**src/rtl/clkgate_pkg.sv**
```systemverilog
`timescale 1ns/1ps
package clkgate_pkg;
    typedef enum logic [1:0] {
        ST_RUN     = 2'd0,
        ST_PARK_HI = 2'd1,
        ST_PARK_LO = 2'd2,
        ST_TRI     = 2'd3
    } out_state_e;

    typedef enum logic [1:0] {
        DM_RUN   = 2'd0,
        DM_STOP  = 2'd1,
        DM_PWRDN = 2'd2
    } diff_mode_e;
endpackage

```
**src/rtl/edge_sense.sv**
```systemverilog
`timescale 1ns/1ps
module edge_sense (
    input  logic clk,
    input  logic rst_n,
    input  logic lvl_i,
    output logic rise_o,
    output logic fall_o
);
    typedef struct packed {
        logic prev;
    } es_regs_t;

    es_regs_t es_d, es_q;

    always_comb begin
        es_d      = es_q;
        es_d.prev = lvl_i;
    end

    always_ff @(posedge clk or negedge rst_n) begin
        if (!rst_n) es_q <= '0;
        else        es_q <= es_d;
    end

    assign rise_o = lvl_i && !es_q.prev;
    assign fall_o = !lvl_i && es_q.prev;
endmodule

```
**src/rtl/pd_qualifier.sv**
```systemverilog
`timescale 1ns/1ps
module pd_qualifier #(
    parameter int QUAL = 2
) (
    input  logic clk,
    input  logic rst_n,
    input  logic sample_i,
    input  logic pd_n_i,
    output logic active_o
);
    localparam int CW = $clog2(QUAL + 1);
    localparam logic [CW-1:0] CMAX = CW'(QUAL);

    typedef struct packed {
        logic [CW-1:0] cnt;
    } pq_regs_t;

    pq_regs_t pq_d, pq_q;

    always_comb begin
        pq_d = pq_q;
        if (sample_i) begin
            if (pd_n_i)             pq_d.cnt = '0;
            else if (pq_q.cnt != CMAX) pq_d.cnt = pq_q.cnt + 1'b1;
        end
    end

    always_ff @(posedge clk or negedge rst_n) begin
        if (!rst_n) pq_q <= '0;
        else        pq_q <= pq_d;
    end

    assign active_o = (pq_q.cnt == CMAX);

    // power-down only becomes active after a low sample
    a_r8_pd_qualified: assert property (@(posedge clk) disable iff (!rst_n)
        $rose(active_o) |-> (!$past(pd_n_i) && $past(sample_i)));
endmodule

```
**src/rtl/se_gate.sv**
```systemverilog
`timescale 1ns/1ps
module se_gate
    import clkgate_pkg::*;
#(
    parameter int N = 10
) (
    input  logic              clk,
    input  logic              rst_n,
    input  logic              lvl_i,
    input  logic              rise_i,
    input  logic              fall_i,
    input  logic              stop_i,
    input  logic              pd_i,
    input  logic [N-1:0]      en_i,
    input  logic [N-1:0]      free_i,
    output logic [N-1:0]      clk_o,
    output logic [N-1:0][1:0] st_o,
    output logic [N-1:0]      run_o
);
    typedef struct packed {
        logic [N-1:0]      run;
        logic [N-1:0]      clk;
        logic [N-1:0][1:0] st;
    } se_regs_t;

    se_regs_t se_d, se_q;

    always_comb begin
        se_d = se_q;
        for (int i = 0; i < N; i++) begin
            if (fall_i) se_d.run[i] = !pd_i && !(stop_i && !free_i[i]);
            se_d.clk[i] = en_i[i] && se_d.run[i] && lvl_i;
            if (!en_i[i])          se_d.st[i] = ST_TRI;
            else if (se_d.run[i])  se_d.st[i] = ST_RUN;
            else                   se_d.st[i] = ST_PARK_LO;
        end
    end

    always_ff @(posedge clk or negedge rst_n) begin
        if (!rst_n) begin
            se_q.run <= '1;
            se_q.clk <= '0;
            se_q.st  <= '0;
        end else begin
            se_q <= se_d;
        end
    end

    assign clk_o = se_q.clk;
    assign st_o  = se_q.st;
    assign run_o = se_q.run;

    for (genvar g = 0; g < N; g++) begin : g_chk
        // a gated high pulse only starts on a source rising edge
        a_r3_rise_aligned: assert property (@(posedge clk) disable iff (!rst_n)
            ($rose(clk_o[g]) && $past(en_i[g]) && $past(en_i[g], 2)) |-> $past(rise_i));
        // a disabled output is tristated and quiet
        a_r11_disabled_tri: assert property (@(posedge clk) disable iff (!rst_n)
            !$past(en_i[g]) |-> (st_o[g] == ST_TRI && !clk_o[g]));
    end
endmodule

```
**src/rtl/df_gate.sv**
```systemverilog
`timescale 1ns/1ps
module df_gate
    import clkgate_pkg::*;
(
    input  logic       clk,
    input  logic       rst_n,
    input  logic       lvl_i,
    input  logic       rise_i,
    input  logic       stop_i,
    input  logic       quiet_i,
    input  logic       pd_i,
    input  logic       en_i,
    input  logic       free_i,
    input  logic       stop_tri_i,
    input  logic       pd_tri_i,
    output logic       t_o,
    output logic       c_o,
    output logic       t_oe_o,
    output logic       c_oe_o,
    output logic [1:0] st_o
);
    typedef struct packed {
        diff_mode_e mode;
        logic       t;
        logic       c;
        logic       toe;
        logic       coe;
        logic [1:0] st;
    } df_regs_t;

    df_regs_t df_d, df_q;

    always_comb begin
        df_d = df_q;
        if (rise_i) begin
            if (pd_i)
                df_d.mode = DM_PWRDN;
            else if (stop_i && !free_i && (quiet_i || df_q.mode == DM_STOP))
                df_d.mode = DM_STOP;
            else
                df_d.mode = DM_RUN;
        end
        df_d.t   = 1'b0;
        df_d.c   = 1'b0;
        df_d.toe = 1'b0;
        df_d.coe = 1'b0;
        df_d.st  = ST_TRI;
        if (en_i) begin
            case (df_d.mode)
                DM_STOP: begin
                    if (!stop_tri_i) begin
                        df_d.t   = 1'b1;
                        df_d.toe = 1'b1;
                        df_d.coe = 1'b1;
                        df_d.st  = ST_PARK_HI;
                    end
                end
                DM_PWRDN: begin
                    if (!pd_tri_i) begin
                        df_d.t   = 1'b1;
                        df_d.toe = 1'b1;
                        df_d.st  = ST_PARK_HI;
                    end
                end
                default: begin
                    df_d.t   = lvl_i;
                    df_d.c   = !lvl_i;
                    df_d.toe = 1'b1;
                    df_d.coe = 1'b1;
                    df_d.st  = ST_RUN;
                end
            endcase
        end
    end

    always_ff @(posedge clk or negedge rst_n) begin
        if (!rst_n) begin
            df_q.mode <= DM_RUN;
            df_q.t    <= 1'b0;
            df_q.c    <= 1'b0;
            df_q.toe  <= 1'b1;
            df_q.coe  <= 1'b1;
            df_q.st   <= ST_RUN;
        end else begin
            df_q <= df_d;
        end
    end

    assign t_o    = df_q.t;
    assign c_o    = df_q.c;
    assign t_oe_o = df_q.toe;
    assign c_oe_o = df_q.coe;
    assign st_o   = df_q.st;

    // the pair enters the stopped mode only once the single-ended bank is quiet
    a_r5_after_se_quiet: assert property (@(posedge clk) disable iff (!rst_n)
        (df_q.mode == DM_STOP && $past(df_q.mode) != DM_STOP) |-> ($past(quiet_i) && $past(rise_i)));
    // power-down mode is entered only on a true rising edge while power-down is qualified
    a_r9_pd_entry: assert property (@(posedge clk) disable iff (!rst_n)
        (df_q.mode == DM_PWRDN && $past(df_q.mode) != DM_PWRDN) |-> ($past(pd_i) && $past(rise_i)));
    // a disabled pair drives neither leg
    a_r11_pair_disabled: assert property (@(posedge clk) disable iff (!rst_n)
        !$past(en_i) |-> (!t_oe_o && !c_oe_o && st_o == ST_TRI));
endmodule

```
**src/rtl/clk_stop_gate.sv**
```systemverilog
`timescale 1ns/1ps
module clk_stop_gate #(
    parameter int N_SE    = 10,
    parameter int PD_QUAL = 2
) (
    input  logic              clk,
    input  logic              rst_n,
    input  logic              ref33_i,
    input  logic              dref_i,
    input  logic              stop_n_i,
    input  logic              pwrdn_n_i,
    input  logic              stop_run_i,
    input  logic [N_SE-1:0]   se_en_i,
    input  logic [N_SE-1:0]   se_free_i,
    input  logic              df_en_i,
    input  logic              df_free_i,
    input  logic              df_stop_tri_i,
    input  logic              df_pd_tri_i,
    output logic [N_SE-1:0]   se_clk_o,
    output logic [2*N_SE-1:0] se_state_o,
    output logic              df_t_o,
    output logic              df_c_o,
    output logic              df_t_oe_o,
    output logic              df_c_oe_o,
    output logic [1:0]        df_state_o
);
    typedef struct packed {
        logic stop_smp;
    } top_regs_t;

    top_regs_t top_d, top_q;

    logic ref_rise, ref_fall, dref_rise, dref_fall;
    logic pd_act, se_quiet;
    logic [N_SE-1:0]      se_run;
    logic [N_SE-1:0][1:0] se_st;

    edge_sense u_ref_edge (
        .clk    (clk),
        .rst_n  (rst_n),
        .lvl_i  (ref33_i),
        .rise_o (ref_rise),
        .fall_o (ref_fall)
    );

    edge_sense u_dref_edge (
        .clk    (clk),
        .rst_n  (rst_n),
        .lvl_i  (dref_i),
        .rise_o (dref_rise),
        .fall_o (dref_fall)
    );

    always_comb begin
        top_d = top_q;
        if (ref_rise) top_d.stop_smp = !stop_n_i || !stop_run_i;
    end

    always_ff @(posedge clk or negedge rst_n) begin
        if (!rst_n) top_q <= '0;
        else        top_q <= top_d;
    end

    pd_qualifier #(.QUAL(PD_QUAL)) u_pdq (
        .clk      (clk),
        .rst_n    (rst_n),
        .sample_i (dref_fall),
        .pd_n_i   (pwrdn_n_i),
        .active_o (pd_act)
    );

    se_gate #(.N(N_SE)) u_se (
        .clk    (clk),
        .rst_n  (rst_n),
        .lvl_i  (ref33_i),
        .rise_i (ref_rise),
        .fall_i (ref_fall),
        .stop_i (top_q.stop_smp),
        .pd_i   (pd_act),
        .en_i   (se_en_i),
        .free_i (se_free_i),
        .clk_o  (se_clk_o),
        .st_o   (se_st),
        .run_o  (se_run)
    );

    assign se_quiet   = &(~se_run | se_free_i);
    assign se_state_o = se_st;

    df_gate u_df (
        .clk        (clk),
        .rst_n      (rst_n),
        .lvl_i      (dref_i),
        .rise_i     (dref_rise),
        .stop_i     (top_q.stop_smp),
        .quiet_i    (se_quiet),
        .pd_i       (pd_act),
        .en_i       (df_en_i),
        .free_i     (df_free_i),
        .stop_tri_i (df_stop_tri_i),
        .pd_tri_i   (df_pd_tri_i),
        .t_o        (df_t_o),
        .c_o        (df_c_o),
        .t_oe_o     (df_t_oe_o),
        .c_oe_o     (df_c_oe_o),
        .st_o       (df_state_o)
    );
endmodule

```
**config.mk**
```make
export PLATFORM = sky130hd
export DESIGN_NAME = clk_stop_gate
export DESIGN_NICKNAME = d
export VERILOG_FILES = /design/src/rtl/clkgate_pkg.sv /design/src/rtl/edge_sense.sv /design/src/rtl/pd_qualifier.sv /design/src/rtl/se_gate.sv /design/src/rtl/df_gate.sv /design/src/rtl/clk_stop_gate.sv
export SDC_FILE = /design/constraint.sdc
export NUM_CORES = 1
export LEC_CHECK = 0
export BUFFER_PORTS_ARGS = -buffer_cell sky130_fd_sc_hd__buf_4
export CAP_MARGIN = 10
export CORE_ASPECT_RATIO = 0.7
export CORE_MARGIN = 2
export CORE_UTILIZATION = 53
export DETAILED_ROUTE_END_ITERATION = 8
export GPL_TIMING_DRIVEN = 0
export PLACE_DENSITY_LB_ADDON = 0.3
export SLEW_MARGIN = 20
export SYNTH_ARGS = -nofsm -noshare
export SYNTH_HDL_FRONTEND = slang
export SYNTH_SLANG_ARGS = --single-unit
```
**constraint.sdc**
```tcl
create_clock -name clk -period 5.9 [get_ports clk]
set_input_delay 1.18 -clock clk [delete_from_list [all_inputs] [get_ports clk]]
set_output_delay 1.18 -clock clk [all_outputs]
set_load 0.02 [all_outputs]
```
# == Word-level counts from Yosys, hierarchy flattened ==
# Cells that the tools add are included.
# totals
romBits,0
out_inout_bits,36
n_memories,0
ramBits,0
latch_bits,0
register_bits,53
wordCells,155
# op_classes
eq_ne,5
multipliers,0
reduce_logical,80
n_mux,45
shift,0
order_cmp,0
div_mod_pow,0
n_bitwise,2
n_addsub,1
# op_table
cell,n
2-bit 2-to-1 mux,25
1-bit logical AND,46
1-bit logical NOT,28
1-bit 2-to-1 mux,14
10-bit NOT,1
10-bit bitwise OR,1
10-bit AND reduction,1
6-bit 2-to-1 mux,1
1-bit one-hot mux with 2 select lines,3
2-bit by 1-bit == test with 1-bit output (second input constant),2
2-bit == test (second input constant),2
4-bit 2-to-1 mux,1
2-bit one-hot mux with 2 select lines,1
2-bit by 1-bit adder with 2-bit output (second input constant),1
1-bit logical OR,2
2-bit != test (second input constant),1
2-bit AND reduction,1
2-bit nonzero test,1
2-bit OR reduction,1

# == Logic depth before layout (Yosys ltp) ==
# Gate-level depths: netlist of run 1.
# logic_depth
depth_word,12
ltp_mapped,11
ltp_nobuf,11

# == By module ==
# Synthesis of run 1 repeated with hierarchy kept, for this count alone.
# hier_totals
cells_unflattened,169
hier_area_um2,2095.8
# modules_own_cells
mod,n_inst,area_each_um2,cells_per_inst
se_gate,1,1413.9,103
df_gate,1,361.6,31
clk_stop_gate,1,120.1,18
pd_qualifier,1,120.1,11
edge_sense,2,40.0,3

# == Worst setup path before layout of run 1 ==
# No wires, ideal clock.
# synth_timing
kind,input to register
startpoint,input port se_free_i[4]
endpoint,"register u_df.df_q, in the netlist u_df.t_o"
path_slack_ns,2.902
path_buffers,0
stages,8
required_time_ns,5.771
t_arrival_ns,2.869
path_cell_list,inv_1 a222oi_1 o2111ai_1 o41a_1 ha_1 o21ai_0 o21ai_0 a21boi_0
# synth_rtl
element,line_no,source
"start, declared",clk_stop_gate.sv:14,"input logic [N_SE-1:0] se_free_i,"
"end, declared",df_gate.sv:31,"df_regs_t df_d, df_q;"

==> summary.md, run 1 <==
| Metric | Value |
|---|---|
| Worst Clk Skew | `0.0121 ns` |
| Max VDD drop | `231 µV` |
| Setup TNS | `0 ns` |
| GR Util All Layers | `19.1%` |
| Footprint of the multi-input gates | `523 µm²` |
| Wire length of the first global-routing pass | `6.07 mm` |
| CP Capture Type | `flip-flop` |
| TritonCTS clock tree | `yes` |
| Synth warn | `0` |
| Setup Fix Bufs, Post-CTS | `0` |
| Placer Congestion | `0.778` |
| Vias | `1409` |
| Filler instances | `257` |
| Hold-fix buffers, CTS | `0` |
| Iter 0 DRT Violations | `31` |
| Min Tclk post-route | `3.02 ns` |
| Synth area leader | `dfrtp_1` |
| Slew HR | `58.9%` |
| WL final | `3.79 mm` |
| Clock sinks | `53` |
| Final critical-path share of the clock period | `51.2%` |
| DP HPWL | `2.90 mm` |
| Hold Crit Class | `reg -> reg` |
| Setup WS pre-CTS | `2.56 ns` |
| Max-cap violation count | `0` |
| RSZ-0062 raised after global routing | `false` |
| Worst setup path class | `in -> reg` |
| CP Max Fanout | `4` |
| Post-DRT Antenna Nets | `0` |
| # diodes | `0` |
| Run status | `completed` |
| Synth-to-layout area growth | `33.0%` |
| CP required | `6.08 ns` |
| Final Util | `74.1%` |
| Share of cells above drive strength 1 | `39.4%` |
| Share of the synthesized area in the top cell type | `51.7%` |
| Largest cells by area after synthesis | `dfrtp_1 52%, dfstp_2 16%, inv_1 4.2%` |
| Area after DPL | `2540 µm²` |
| Deepest clock path buffer count | `2` |
| Drt pass-1 iters | `4` |
| Drt wl/cell | `13.0 µm` |
| GR Overflow Total | `0` |
| Fin. max-slew vios | `0` |
| Endpoints failing hold | `0` |
| Starting density of the core | `55.7%` |
| Clock Latency Late Sink | `0.30 ns` |
| Final setup viols | `0` |
| Clk root buf | `clkbuf_8` |
| Residual DRC | `0` |
| Avg Inst Size Synth | `11.9 µm²` |
| Die width | `77.1 µm` |
| Initial antenna violation count | `0` |
| Seq/Total Area, Yosys | `67.6%` |
| H-tree depth | `2` |
| Register Area | `1340 µm²` |
| Synth Cell Area | `1980 µm²` |
| Vias in the first global route | `1347` |
| Area of the die | `4250 µm²` |
| Static Leak | `1.34 nW` |
| Startpoint types | `input port` |
| # rows | `18` |
| Chip Height | `55.2 µm` |
| Worst-margin pin slew | `0.617 ns` |
| Pwr Density | `354 nW/µm²` |
| NumNets Final | `274` |
| I/O Pins | `67` |
| Clock transition at path regs | `0.09 ns` |
| Cells after Synth | `167` |
| Via/cell ratio | `4.84` |
| Yosys cell types | `27` |
| Core Region | `3560 µm²` |
| Post-CTS Resized | `0` |
| Largest net degree at the start of global routing | `54` |
| Cts bufs inserted | `5` |
| Post-Syn Nets | `201` |
| #FFs+latches synth | `53` |
| # port buffers | `66` |
| Fmax | `331 MHz` |
| Setup ws final | `2.88 ns` |
| CP arrival | `3.20 ns` |
| Finished Cell Area | `2640 µm²` |
==> metrics by stage <==
step	hold slack (ns)	total power, mW	cells
after floorplan	0.465	0.625	167
after global placement	0.492	0.727	283
after detailed placement	0.494	0.739	283
after CTS	0.507	0.940	291
after global routing	0.535	0.987	291
final	0.508	0.934	291
==> layer usage <==
layer / routed length (µm) / vias to the layer above / global-route usage, %
li1: - / 690 / -
met5: 0 / - / 0
met1: 1770 / 672 / 24.2
met2: 1740 / 43 / 32.7
met4: 36 / 0 / 6.25
met3: 245 / 4 / 5.84
==> final timing paths <==
path,cells after the start,startpoint,slack (ns),to
setup / recovery,9,se_free_i[4],2.88,u_df.t_o
max in group asynchronous,1,rst_n,4.59,u_pdq.pq_q[1]
hold reg to reg,2,u_se.run_o[9],0.51,u_se.run_o[9]
hold / removal,2,u_se.run_o[9],0.51,u_se.run_o[9]
min in group asynchronous,1,rst_n,0.90,u_se.st_o[5]
setup reg to reg,10,u_pdq.pq_q[0],3.24,u_df.t_o
==> critical path, stage by stage <==
cell,delay (ns)
buf_4,0.08
inv_1,0.05
a222oi_1,0.36
o2111ai_1,0.21
o41a_1,0.45
ha_1,0.34
o21ai_0,0.24
o21ai_0,0.15
a21boi_0,0.15
==> cell usage after synthesis <==
cell / number
o2111ai_1: 1
and3_1: 10
o41ai_1: 1
a31oi_1: 1
dfstp_2: 12
a21oi_1: 7
o31ai_1: 6
dfrtp_1: 41
buf_2: 2
nor3_1: 2
o22ai_1: 1
o41a_1: 1
a222oi_1: 1
ha_1: 3
inv_1: 22
mux2_2: 4
mux2i_1: 1
nand2b_1: 3
o21ai_0: 7
or3b_2: 1
a22oi_1: 1
nand2_1: 21
nor2b_1: 10
a21boi_0: 1
clkbuf_1: 3
nor2_1: 2
buf_4: 2
==> cells by family (layout without fill, tap and decap cells) <==
family,after synthesis,count (layout),synth area share [%]
buf+inv,29,103,5.99
simple gates,49,49,12.6
flops,53,53,67.6
fa+ha+maj,3,3,1.89
compound gates,28,28,9.15
mux,5,5,2.78
==> final cells by class <==
type / count / area share [%]
sequential: 53 / 50.9
multi-input combinational: 85 / 19.8
timing repair buffer: 66 / 18.8
clock buffer: 6 / 3.13
inverter: 22 / 3.13
tap: 50 / 2.37
buffer: 7 / 1.38
clock inverter: 2 / 0.522
==> sequential cells by signal, indices dropped and copies added, names as in the netlist <==
name,count
top_q,1
u_df.c_o,1
u_df.df_q,2
u_df.t_oe_o,1
u_ref_edge.es_q,1
u_dref_edge.es_q,1
u_pdq.pq_q,2
u_df.c_oe_o,1
u_se.clk_o,10
u_df.st_o,2
u_se.st_o,20
u_df.t_o,1
u_se.run_o,10
==> where the power goes <==
| part | total (mW) | internal (mW) | switching, mW |
|---|---|---|---|
| Combinational | 0.251 | 0.110 | 0.141 |
| Clock | 0.205 | 0.0952 | 0.110 |
| Sequential | 0.478 | 0.447 | 0.0314 |
| Total | 0.934 | 0.653 | 0.282 |
==> placed cells by master, fill, tap and decap left out, types with 2 or more instances in the layout <==
cell,synthesis,routed
clkbuf_1,3,3
nand2b_1,3,3
dfstp_2,12,12
inv_1,22,22
a21oi_1,7,7
buf_4,2,68
mux2_2,4,4
nor2_1,2,2
ha_1,3,3
nor2b_1,10,10
nand2_1,21,21
clkbuf_8,0,6
and3_1,10,10
dfrtp_1,41,41
o21ai_0,7,7
o31ai_1,6,6
buf_2,2,2
nor3_1,2,2
No activity file was read; power rests on OpenSTA's default activity.
==> run 2, diff against run 1 <==
- ABC_AREA: unset -> 1
- CORE_UTILIZATION: 53 -> 45
- clock period: 5.9 -> 2.76 ns (I/O delays scaled with it)
==> run 2 against run 1 <==
  * Flip-flop and latch count unchanged
  * Cell count increased by 11%
  * Routed wire length increased by 4.9%
  * Sequential power increased by 95%
  * Total power increased by 95%
  * Highest routed layer unchanged
==> summary.md, run 2 <==
| Metric | Value |
|---|---|
| Static Leak | `1.42 nW (+6.5%)` |
| Setup TNS | `0 ns (unchanged)` |
| WL final | `3.98 mm (+4.9%)` |
| Share of cells above drive strength 1 | `46.5% (+7.0 points)` |
| Hold Crit Class | `in -> async` |
| Final Util | `62.6% (-12 points)` |
| Deepest clock path buffer count | `2 (unchanged)` |
| Slew HR | `58.0% (-0.88 points)` |
| Most frequent cells in the layout | `68 x buf_4, 41 x dfrtp_1, 34 x inv_1, 24 x nand2_1, 18 x nor2_1` |
| WHS | `0.271 ns (-0.237 ns)` |
| Chip Height | `61.2 µm (+11%)` |
| Share of the synthesized area in the top cell type | `48.8% (-2.9 points)` |
| Post-CTS Resized | `0 (unchanged)` |
| Final critical-path share of the clock period | `67.7%` |
| Finished Cell Area | `2760 µm² (+4.5%)` |
| Iter 0 DRT Violations | `50 (+61%)` |
| # diodes | `0 (unchanged)` |
| Area of the die | `5240 µm² (+23%)` |
| Worst setup path class | `reg -> reg` |
| Final setup viols | `0 (unchanged)` |
| Synth async-reset ratio | `100% (unchanged)` |
| #FFs+latches synth | `53 (unchanged)` |
| GR Overflow Total | `0 (unchanged)` |
| Setup Fix Bufs, Post-CTS | `0 (unchanged)` |
| Final std cells w/o fill | `324 (+11%)` |
| Largest net degree at the start of global routing | `54 (unchanged)` |
| Post-DRT Antenna Nets | `0 (unchanged)` |
| Die width | `85.7 µm (+11%)` |
| CP required | `2.96 ns (-3.12 ns)` |
| Run status | `completed` |
| Clock Latency Late Sink | `0.30 ns (about the same)` |
| NumNets Final | `302 (+10%)` |
| RSZ-0062 raised after global routing | `false` |
| Seq/Total Area, Yosys | `63.8% (-3.8 points)` |
| Fmax | `535 MHz` |
| Synth Cell Area | `2100 µm² (+5.9%)` |
| I/O Pins | `67 (unchanged)` |
| Fin. max-slew vios | `0 (unchanged)` |
| Worst Clk Skew | `0.00771 ns (-0.00438 ns)` |
| Pwr Density | `660 nW/µm² (+86%)` |
| CP Max Fanout | `4 (unchanged)` |
| Crit. Startpoint | `u_pdq.pq_q[0]` |
| Hold-fix buffers, CTS | `0 (unchanged)` |
| Drt wl/cell | `12.3 µm (-5.8%)` |
| Vias | `1456 (+3.3%)` |
| Max-cap violation count | `0 (unchanged)` |
| DP HPWL | `2.90 mm (+0.12%)` |
| Clock sinks | `53 (unchanged)` |
| Cells after Synth | `195 (+17%)` |
| Residual DRC | `0 (unchanged)` |
| Max reg flops | `20 (unchanged)` |
| GR Util All Layers | `16.8% (-2.3 points)` |
| Core Region | `4400 µm² (+24%)` |
| Synth-to-layout area growth | `31.1%` |
| Avg Inst Size Synth | `10.8 µm² (-9.3%)` |
| Initial antenna violation count | `0 (unchanged)` |
| Via/cell ratio | `4.49 (-7.2%)` |
| Largest cells by area after synthesis | `dfrtp_1 49%, dfstp_2 15%, inv_1 6.1%` |
| TritonCTS clock tree | `yes` |
| Vias in the first global route | `1480 (+9.9%)` |
| CP arrival | `2.07 ns (-1.13 ns)` |
| Area after DPL | `2670 µm² (+4.9%)` |
| CP Capture Type | `flip-flop` |
| Primary FF master, synth | `dfrtp_1` |
| Starting density of the core | `47.7% (-8.0 points)` |
| # port buffers | `66 (unchanged)` |
| Min Tclk post-route | `1.87 ns` |
| Synth top cells by count | `41 x dfrtp_1, 34 x inv_1, 24 x nand2_1` |
| Post-synth EDFFs | `0 (unchanged)` |
| Drt pass-1 iters | `5 (+1)` |
| Endpoints failing hold | `0 (unchanged)` |
| Synth warn | `0 (unchanged)` |
| Clock transition at path regs | `0.08 ns (about the same)` |
| Startpoint types | `flip-flop` |
| Placed Cells | `316 (+12%)` |
| Synth area leader | `dfrtp_1` |
| Top-count cell post-synth | `dfrtp_1` |
| Placer Congestion | `0.737 (-5.2%)` |
| Wire length of the first global-routing pass | `6.58 mm (+8.4%)` |
| Max VDD drop | `371 µV (+61%)` |
| Worst-margin pin slew | `0.630 ns (+0.0133 ns)` |
| Cts bufs inserted | `5 (unchanged)` |
| H-tree depth | `2 (unchanged)` |
| Commonest non-fill, non-tap cell in the layout | `buf_4` |
| Post-Syn Nets | `229 (+14%)` |
| Yosys cell types | `26 (-3.7%)` |
| # rows | `20 (+2)` |
| Clk root buf | `clkbuf_8` |
| Reg2reg start | `u_pdq.pq_q[0]` |
-- run 2: changes by cell type in the layout (fill, tap and decap cells not counted), moves of 4 or more --
cell     change
and3_1      -10
mux2_2       -4
nor2_1      +16
o21ai_1      +6
nor2_2      +10
o31ai_1      -6
nor2b_1     -10
o21ai_2      +9
inv_1       +12
nand2_2     +10
a21oi_1      -4
-- run 2: final cells by class --
class                   instances  area [µm²]
plain buffers                   5        36.3
clock buffers                   8        90.1
fillers                       387        1650
inverters                      37         139
multi-input cells             100         584
flip-flops and latches         53        1340
well taps                      55        68.8
repair buffers                 66         495
-- run 2: worst max-delay path, stage by stage, from the launching register on --
cell      delay, ns
dfrtp_1        0.33
inv_1          0.06
ha_1           0.25
nor4_2         0.33
a21oi_1        0.13
ha_1           0.32
nand2_1        0.13
a21boi_0       0.23
-- run 2: power breakdown --
part | total (mW) | switching [mW] | internal (mW) | leakage, nW
sequential | 0.934 | 0.0339 | 0.900 | 0.611
combinational | 0.446 | 0.264 | 0.182 | 0.766
clock | 0.438 | 0.233 | 0.205 | 0.0455
-- run 2: metrics by stage --
stage,setup WS [ns],total power [mW]
finish,0.892,1.82
global route,0.774,1.94
CTS,0.898,1.85
detailed placement,0.831,1.40
global placement,0.853,1.39
floorplan,1.11,1.22
-- run 2: kinds of logic (layout without fill, tap and decap cells) --
family          count (synthesis)  after routing  share of synthesized area, %
flops                          53             53                          63.8
fa+ha+maj                       3              3                          1.79
buf+inv                        42            116                          8.34
compound gates                 30             30                          9.59
simple gates                   67             67                          16.4
-- run 2: path summary, 6_finish.rpt --
check,endpoint,slack (ns),depth (start not counted)
min in group clk,u_se.st_o[8],0.40,2
worst max-delay path,u_df.st_o[1],0.89,7
worst min register to register,u_se.run_o[7],0.53,2
worst max register to register,u_df.st_o[1],0.89,7
max in group asynchronous,u_pdq.pq_q[0],2.07,1
worst min-delay path,u_se.st_o[12],0.27,1
-- run 2: routing by layer --
metal	global-route usage, %	up-vias	share of wire [%]
met5	0	-	0
met4	5.44	0	1.1
met3	7.24	5	9.5
met2	26.6	46	43
met1	21.5	670	46
li1	-	735	-
